`config.mk`:
```
export PLATFORM = sky130hd
export DESIGN_NAME = regbank_top
export DESIGN_NICKNAME = d
export VERILOG_FILES = /design/src/rtl/regbank_pkg.sv /design/src/rtl/regbank_ctrl.sv /design/src/rtl/regbank_dp.sv /design/src/rtl/regbank_top.sv
export SDC_FILE = /design/constraint.sdc
export NUM_CORES = 1
export LEC_CHECK = 0
export BUFFER_PORTS_ARGS = -buffer_cell sky130_fd_sc_hd__buf_2
export CAP_MARGIN = 10
export CORE_MARGIN = 2
export CORE_UTILIZATION = 50
export DETAILED_ROUTE_END_ITERATION = 8
export PLACE_DENSITY_LB_ADDON = 0.15
export SETUP_SLACK_MARGIN = 0.05
export SLEW_MARGIN = 20
export SYNTH_ARGS = -nofsm -noshare
export SYNTH_HDL_FRONTEND = slang
export SYNTH_SLANG_ARGS = --single-unit
```
`constraint.sdc`:
```
create_clock -name clk -period 7.5 [get_ports clk]
set_clock_uncertainty 0.15 [all_clocks]
set_input_delay 2.25 -clock clk [delete_from_list [all_inputs] [get_ports clk]]
set_output_delay 2.25 -clock clk [all_outputs]
set_load 0.1 [all_outputs]
```
`src/rtl/regbank_pkg.sv`:
```
package regbank_pkg;

  localparam int unsigned BYTE_W   = 8;
  localparam int unsigned WORD_W   = 2 * BYTE_W;
  localparam int unsigned NUM_PAIR = 6;
  localparam int unsigned SEL_W    = 3;
  localparam int unsigned MEM_IDX  = 6;
  localparam int unsigned ACC_IDX  = 7;

  typedef enum logic [SEL_W-1:0] {
    PR_BC = 3'd0,
    PR_DE = 3'd1,
    PR_HL = 3'd2,
    PR_AF = 3'd3,
    PR_SP = 3'd4,
    PR_PC = 3'd5
  } pair_e;

  typedef struct packed {
    logic [NUM_PAIR-1:0] ldHi;
    logic [NUM_PAIR-1:0] ldLo;
    logic [NUM_PAIR-1:0] fromWord;
    logic [NUM_PAIR-1:0] stepEn;
    logic                stepDown;
    logic [BYTE_W-1:0]   byteVal;
    logic [WORD_W-1:0]   wordVal;
    logic [SEL_W-1:0]    rdPair;
    logic                rdHi;
    logic                rdValid;
  } bankStrobes_t;

  function automatic logic [WORD_W-1:0] pairResetVal(int unsigned p);
    case (p)
      0:       return 16'h0013;
      1:       return 16'h00D8;
      2:       return 16'h014D;
      3:       return 16'h0180;
      4:       return 16'hFFFE;
      5:       return 16'h0100;
      default: return '0;
    endcase
  endfunction

  function automatic logic [WORD_W-1:0] pairKeepMask(int unsigned p);
    return (p == int'(PR_AF)) ? 16'hFFF0 : 16'hFFFF;
  endfunction

endpackage

```
`src/rtl/regbank_ctrl.sv`:
```
module regbank_ctrl
  import regbank_pkg::*;
(
  input  logic                clk,
  input  logic                rst,
  input  logic [SEL_W-1:0]    byteIdx,
  input  logic                byteWrEn,
  input  logic [BYTE_W-1:0]   byteWrData,
  input  logic [SEL_W-1:0]    pairSel,
  input  logic                pairWrEn,
  input  logic [WORD_W-1:0]   pairWrData,
  input  logic                stepInc,
  input  logic                stepDec,
  input  logic [SEL_W-1:0]    stepSel,
  output bankStrobes_t        str,
  output logic                memReq
);

  localparam logic [SEL_W-1:0] NP_SEL  = SEL_W'(NUM_PAIR);
  localparam logic [SEL_W-1:0] MEM_SEL = SEL_W'(MEM_IDX);
  localparam logic [SEL_W-1:0] ACC_SEL = SEL_W'(ACC_IDX);

  logic [SEL_W-1:0] tgtPair;
  logic             tgtHi;
  logic             tgtValid;
  logic             stepValid;
  logic [NUM_PAIR-1:0] pairHit;
  logic [NUM_PAIR-1:0] byteHit;

  always_comb begin
    tgtValid = (byteIdx != MEM_SEL);
    if (byteIdx == ACC_SEL) begin
      tgtPair = SEL_W'(PR_AF);
      tgtHi   = 1'b1;
    end else begin
      tgtPair = {1'b0, byteIdx[SEL_W-1:1]};
      tgtHi   = ~byteIdx[0];
    end
  end

  assign stepValid = (stepInc | stepDec) && (stepSel < NP_SEL);
  assign memReq    = (byteIdx == MEM_SEL);

  for (genvar p = 0; p < int'(NUM_PAIR); p++) begin : g_pair
    assign str.stepEn[p] = stepValid && (stepSel == SEL_W'(p));
    assign pairHit[p]    = pairWrEn && (pairSel == SEL_W'(p)) && !str.stepEn[p];
    assign byteHit[p]    = byteWrEn && tgtValid && (tgtPair == SEL_W'(p))
                           && !str.stepEn[p] && !pairHit[p];
    assign str.ldHi[p]     = pairHit[p] | (byteHit[p] & tgtHi);
    assign str.ldLo[p]     = pairHit[p] | (byteHit[p] & ~tgtHi);
    assign str.fromWord[p] = pairHit[p];
  end

  assign str.stepDown = ~stepInc;
  assign str.byteVal  = byteWrData;
  assign str.wordVal  = pairWrData;
  assign str.rdPair   = tgtPair;
  assign str.rdHi     = tgtHi;
  assign str.rdValid  = tgtValid;


  step_beats_write_chk: assert property (@(posedge clk) disable iff (rst)
    (str.stepEn & (str.ldHi | str.ldLo)) == '0);


  mem_operand_no_load_chk: assert property (@(posedge clk) disable iff (rst)
    memReq |-> ((str.ldHi | str.ldLo) & ~str.fromWord) == '0);


  inc_priority_chk: assert property (@(posedge clk) disable iff (rst)
    (stepInc && stepDec) |-> !str.stepDown);


  step_onehot_chk: assert property (@(posedge clk) disable iff (rst)
    $onehot0(str.stepEn));

endmodule

```
`src/rtl/regbank_dp.sv`:
```
module regbank_dp
  import regbank_pkg::*;
(
  input  logic                clk,
  input  logic                rst,
  input  bankStrobes_t        str,
  input  logic [SEL_W-1:0]    pairSel,
  output logic [BYTE_W-1:0]   byteRdData,
  output logic [WORD_W-1:0]   pairRdData
);

  logic [NUM_PAIR-1:0][WORD_W-1:0] pairVal;

  for (genvar p = 0; p < int'(NUM_PAIR); p++) begin : g_pair
    localparam logic [WORD_W-1:0] KEEP   = pairKeepMask(p);
    localparam logic [WORD_W-1:0] PWRVAL = pairResetVal(p);
    logic [WORD_W-1:0] val;

    always_ff @(posedge clk) begin
      if (rst) begin
        val <= PWRVAL & KEEP;
      end else if (str.stepEn[p]) begin
        val <= (str.stepDown ? (val - 1'b1) : (val + 1'b1)) & KEEP;
      end else begin
        if (str.ldHi[p])
          val[WORD_W-1:BYTE_W] <= str.fromWord[p] ? str.wordVal[WORD_W-1:BYTE_W] : str.byteVal;
        if (str.ldLo[p])
          val[BYTE_W-1:0] <= (str.fromWord[p] ? str.wordVal[BYTE_W-1:0] : str.byteVal)
                             & KEEP[BYTE_W-1:0];
      end
    end

    assign pairVal[p] = val;

    if (p == int'(PR_AF)) begin : g_flag

      flag_low_zero_chk: assert property (@(posedge clk) disable iff (rst)
        val[3:0] == 4'h0);
    end else begin : g_plain

      wrap_up_chk: assert property (@(posedge clk) disable iff (rst)
        (!$past(rst) && $past(str.stepEn[p]) && !$past(str.stepDown)
         && $past(val) == 16'hFFFF) |-> val == 16'h0000);

      wrap_down_chk: assert property (@(posedge clk) disable iff (rst)
        (!$past(rst) && $past(str.stepEn[p]) && $past(str.stepDown)
         && $past(val) == 16'h0000) |-> val == 16'hFFFF);
    end
  end

  always_comb begin
    pairRdData = '0;
    for (int p = 0; p < int'(NUM_PAIR); p++)
      if (pairSel == SEL_W'(p)) pairRdData = pairVal[p];
  end

  always_comb begin
    byteRdData = '0;
    if (str.rdValid)
      for (int p = 0; p < int'(NUM_PAIR); p++)
        if (str.rdPair == SEL_W'(p))
          byteRdData = str.rdHi ? pairVal[p][WORD_W-1:BYTE_W] : pairVal[p][BYTE_W-1:0];
  end


  pc_after_reset_chk: assert property (@(posedge clk)
    $past(rst) |-> pairVal[PR_PC] == 16'h0100);


  quiet_pair_stable_chk: assert property (@(posedge clk) disable iff (rst)
    (!$past(rst) && !$past(str.stepEn[PR_SP]) && !$past(str.ldHi[PR_SP])
     && !$past(str.ldLo[PR_SP])) |-> $stable(pairVal[PR_SP]));

endmodule

```
`src/rtl/regbank_top.sv`:
```
module regbank_top
  import regbank_pkg::*;
(
  input  logic                clk,
  input  logic                rst,
  input  logic [SEL_W-1:0]    byteIdx,
  input  logic                byteWrEn,
  input  logic [BYTE_W-1:0]   byteWrData,
  output logic [BYTE_W-1:0]   byteRdData,
  output logic                memReq,
  input  logic [SEL_W-1:0]    pairSel,
  input  logic                pairWrEn,
  input  logic [WORD_W-1:0]   pairWrData,
  output logic [WORD_W-1:0]   pairRdData,
  input  logic                stepInc,
  input  logic                stepDec,
  input  logic [SEL_W-1:0]    stepSel
);

  bankStrobes_t str;

  regbank_ctrl u_ctrl (
    .clk        (clk),
    .rst        (rst),
    .byteIdx    (byteIdx),
    .byteWrEn   (byteWrEn),
    .byteWrData (byteWrData),
    .pairSel    (pairSel),
    .pairWrEn   (pairWrEn),
    .pairWrData (pairWrData),
    .stepInc    (stepInc),
    .stepDec    (stepDec),
    .stepSel    (stepSel),
    .str        (str),
    .memReq     (memReq)
  );

  regbank_dp u_dp (
    .clk        (clk),
    .rst        (rst),
    .str        (str),
    .pairSel    (pairSel),
    .byteRdData (byteRdData),
    .pairRdData (pairRdData)
  );

endmodule

```
-- Word level (Yosys, flattened, before mapping)
Index checks and enable logic that the tools add are counted.
Widths: inputs -> output; s select.
- register bits: 92
- input bits: 39
- output and inout bits: 25
- logic and storage cells: 192
- add/sub/neg operators: 12
- $lt $le $gt $ge: 1
- equal/unequal tests: 18
- mux-type cells: 57
- bitwise logic cells: 27
- reductions and logical operators: 65
- operators by type and width (kind ; count):
    $mux 8 ; 37
    $mux 16 ; 18
    $add 16x1->16 const B ; 6
    $sub 16x1->16 const B ; 6
    $logic_and 1x1->1 ; 38
    $reduce_bool 2->1 ; 12
    $eq 3x3->1 const B ; 6
    $or 1x1->1 ; 13
    $and 1x1->1 ; 12
    $eq 3x2->1 const B ; 4
    $logic_not 1->1 ; 12
    $logic_not 3->1 ; 3
    $eq 2x3->1 const B ; 2
    $eq 3x1->1 const B ; 2
    $eq 2x2->1 const B ; 2
    $lt 3x3->1 const B ; 1
    $ne 3x3->1 const B ; 1
    $eq 2x1->1 const B ; 1
    $mux 2 ; 1
    $not 1->1 ; 2
    $mux 1 ; 1

-- Logic depth before layout (Yosys ltp)
- depth in word-level cells: 11
- gate-level depth with buffers: 11
- gate-level depth less buffers: 9

-- Cells and area by module
Synthesis repeated with hierarchy kept, for this count alone.
- cells, all modules: 1408
- area total of the unflattened synthesis: 10477.5 um2
- modules (own cells, without submodules) (module ; times used ; cells each ; area an instance (um2) ; seq. area each (um2)):
    regbank_dp ; 1 ; 1327 ; 9889.5 ; 1841.8
    regbank_ctrl ; 1 ; 81 ; 588.1 ; 0.0

-- Worst setup path after synthesis
Ideal clock, no wire load.
- path kind: input-to-output
- from: input port byteIdx[0]
- to: output port byteRdData[3]
- data arrival time: 5.191 ns
- data required time: 5.100 ns
- path slack: -0.091 ns
- stages on the path: 5
- buffers on the path: 3
- cell sequence: buf_2 > buf_2 > buf_2 > a22oi_1 > o21ai_0
- word-level cells in the longest chain between the ends: 10
- ends and longest elaborated chain (element ; line ; text):
    start: declaration ; regbank_top.sv:6 ; input logic [SEL_W-1:0] byteIdx,
    $eq 3x3->1 / $not 1->1 (equally long branches) ; regbank_ctrl.sv:32, regbank_ctrl.sv:37 ;
    $mux 2 / $mux 1 (equally long branches) ; regbank_ctrl.sv:32 ; if (byteIdx == ACC_SEL) begin
    $logic_not 3->1 / $mux 8 (equally long branches) ; regbank_dp.sv:61, regbank_dp.sv:62 ;
    $mux 8 (6 in series) ; regbank_dp.sv:61 ; if (str.rdPair == SEL_W'(p))
    $mux 8 * ; regbank_dp.sv:59 ; if (str.rdValid)
    end: declaration ; regbank_top.sv:9 ; output logic [BYTE_W-1:0] byteRdData,
Mark *: on every way between the ends. The rest lies on a longest branch, timed or not.

-- Final worst setup path
- from: input port pairSel[0]
- to: output port pairRdData[14]
- word-level cells in the longest chain between the ends: 7
- ends and longest elaborated chain (element ; line ; text):
    start: declaration ; regbank_top.sv:11 ; input logic [SEL_W-1:0] pairSel,
    $logic_not 3->1 ; regbank_dp.sv:54 ; if (pairSel == SEL_W'(p)) pairRdData = pairVal[p];
    $mux 16 (5 in series) ; regbank_dp.sv:54 ;
    $mux 16 * ; regbank_dp.sv:54 ;
    end: declaration ; regbank_top.sv:14 ; output logic [WORD_W-1:0] pairRdData,
Marks and branches as above.

==> impl_metrics.py <==
metrics = {
    "floorplanning": {
        "core_mm2": 0.0188,
        "die-area_mm2": 0.0203,
        "num_rows": 50,
        "die_w_um": 143,
        "die_y_um": 143,
        "start_util": 0.512,
        "io_pins": 64,
    },
    "placed_design": {
        "pre_cts_ws_ns": 1.07,
        "dp_hpwl_mm": 25.4,
        "postPlaceCellArea_mm2": 0.00996,
        "dp_cells": 1497,
        "io_buffer_count": 63,
        "gp_congestion": 1.03,
    },
    "route": {
        "drc": 0,
        "first_iter_violations": 1186,
        "wl_per_cell_um": 23.0,
        "first_pass_iters": 6,
        "via_per_inst": 6.62,
        "antenna_left": 0,
        "routed-via-count": 10026,
        "wl_mm": 34.8,
    },
    "finish": {
        "reg_top3": "u_dp.g_pair.val: 92 flops",
        "fill_cells": 1826,
        "synthToLayoutAreaGrowth_pct": 7.51,
        "regArea_mm2": 0.00184,
        "fin_util": 0.550,
        "fin_area_mm2": 0.0103,
        "drive_gt1_frac": 0.104,
        "regMostFlops": "u_dp.g_pair.val",
        "nets": 1389,
        "final_cells": 1514,
        "largest_reg_flops": 92,
        "multi_input_area_mm2": 0.00727,
    },
    "synth": {
        "avgSynthCellArea_um2": 7.64,
        "ys_warn_count": 0,
        "synth-seq-cells": 92,
        "synthCells": 1257,
        "syn-cell-area_mm2": 0.00961,
        "synthFlopType": "dfxtp_1",
        "yosysSeqAreaShare": 0.192,
        "synthArstFlopShare": 0,
        "synth-edff-count": 0,
        "syn_nets": 1372,
        "ys_types": 84,
    },
    "sta": {
        "finalSetupViolations": 0,
        "period_minus_slack_ns": 6.48,
        "slew_viol_final": 0,
        "grt_setup_unrepaired": "false",
        "worst_hold_slack_ns": 0.379,
        "worst-slew-pin-transition_ns": 1.09,
        "min_period_over_period": 0.865,
        "relSlewSlack": 0.274,
        "fin_ws_ns": 1.02,
        "finalHoldViolCount": 0,
        "fmax_mhz": 154,
        "setup_tns_ns": 0,
    },
    "global_route": {
        "grt_pass1_vias": 8972,
        "grt_overflow": 0,
        "grt_pass1_wl_mm": 52.9,
        "grt_max_degree": 46,
        "antenna_found_initial": 1,
        "gr-usage-all-layers": 0.344,
    },
    "run": {
        "maxCapViolCount": 0,
    },
    "power": {
        "finalPower_mw": 1.89,
        "power.internal_mw": 1.14,
        "netSwitchingPower_uw": 754,
        "switching_share": 0.399,
        "power_density_mw_per_mm2": 183,
        "p_leak_nw": 4.27,
        "clock_power_share": 0.309,
        "irDropWorstVdd_uv": 108,
        "combPwrFrac": 0.380,
        "pwr-share-seq": 0.311,
    },
    "critical_path": {
        "required_ns": 5.10,
        "crit_start": "pairSel[0]",
        "rr_startpoint": "u_dp.g_pair[1].val[2]",
        "cp.arrival_ns": 4.08,
        "cp_max_fo": 25,
        "end_kind": "primary output",
        "criticalPathCategory": "in2out",
        "startpoint_type": "primary input",
    },
    "min_path": {
        "hold_path_class": "reg2reg",
        "hp-start": "u_dp.g_pair[5].val[5]",
    },
    "clock_network": {
        "cts-buffers-inserted": 9,
        "cts.clk_slew.worst_paths_ns": 0.07,
        "cts_tree": "done",
        "ctsResizeCount": 0,
        "clk_path_buf_depth": 2,
        "ctsHoldBuffers": 0,
        "cts_setup_buffers": 0,
        "htreeDepth": 3,
        "clockRootBuffer": "clkbuf_16",
        "cts_sinks": 92,
        "insertion_delay_ns": 0.37,
    },
    "outcome": {
        "status": "completed",
    },
}
==> cells by family (layout without fill, tap and decap cells) <==
family	count (synthesis)	count (layout)	share of synthesized area
AO/OA/AOI/OAI	420	420	0.299
multiplexers	84	84	0.101
other	0	1	0
XOR/XNOR	49	49	0.0447
flip-flops	92	92	0.192
buffers and inverters	110	132	0.0520
adder cells (fa/ha/maj)	76	76	0.103
AND/OR/NAND/NOR	426	426	0.209
==> final cells by class <==
class | instances | area share
Inverter | 44 | 0.0160
Tap cell | 234 | 0.0283
Timing Repair Buffer | 72 | 0.0383
Antenna cell | 1 | 0.000242
Clock inverter | 6 | 0.0132
Clock buffer | 10 | 0.0222
Multi-Input combinational cell | 1055 | 0.704
Sequential cell | 92 | 0.178
==> final timing paths <==
path,end,slack [ns],cells after the start
worst min-delay path,u_dp.g_pair[5].val[5],0.38,2
worst min register to register,u_dp.g_pair[5].val[5],0.38,2
worst max register to register,u_dp.g_pair[1].val[14],4.69,8
worst max-delay path,pairRdData[14],1.02,5
==> power by group through the flow <==
stage | sequential (mW) | clock, mW | combinational [mW]
final | 0.588 | 0.585 | 0.720
after global routing | 0.587 | 0.600 | 0.783
after CTS | 0.582 | 0.582 | 0.709
after detailed placement | 0.593 | 0 | 0.706
after global placement | 0.595 | 0 | 0.699
after floorplan | 0.559 | 0 | 0.562
==> per-layer routing <==
layer  up-vias  GRT usage  wire length, µm
met5         -          0                0
met4         0      0.166             1830
met3       114     0.0594             3110
met2       454      0.513            15100
met1      4718      0.480            14800
li1       4740          -                -
==> cell usage after synthesis (7+ instances only) <==
master,instances,area share
ha_1,71,0.092
buf_2,25,0.013
o211ai_1,11,0.0086
nand2_1,128,0.050
xor2_1,16,0.015
a22oi_1,17,0.013
o221ai_1,8,0.0073
a21o_1,25,0.020
nand3_1,28,0.015
a2111oi_0,9,0.0082
o22ai_1,20,0.013
clkbuf_1,29,0.011
nand2b_1,17,0.011
o21ai_0,79,0.041
nor2_1,133,0.052
nor3_1,29,0.015
inv_1,44,0.017
a211o_1,11,0.010
and3_1,15,0.0098
a21oi_1,104,0.054
mux4_2,10,0.023
a311oi_1,11,0.010
nor4_1,7,0.0046
xnor2_1,33,0.030
nor2b_1,16,0.010
mux2i_1,70,0.073
dfxtp_1,92,0.19
a211oi_1,31,0.024
or3_1,16,0.010
o21a_1,15,0.012
==> layout by cell type, fill, tap and decap left out, types with 15 or more instances in the layout <==
master	synthesis	final
a22oi_1	17	17
nand2_1	128	128
or3_1	16	16
nor2b_1	16	16
xor2_1	16	16
nand2b_1	17	17
ha_1	71	71
nor2_1	133	133
buf_2	25	63
o21ai_0	79	76
a21oi_1	104	104
inv_1	44	43
dfxtp_1	92	92
a21o_1	25	25
o22ai_1	20	20
and3_1	15	15
a211oi_1	31	31
xnor2_1	33	33
nor3_1	29	29
o21a_1	15	15
nand3_1	28	28
mux2i_1	70	70
==> worst max-delay path, cell delays in order <==
cell      delay [ns]
buf_2           0.50
and2_1          0.37
a21oi_1         0.11
o221ai_1        0.34
buf_2           0.50
No activity file was read; power rests on OpenSTA's default activity.
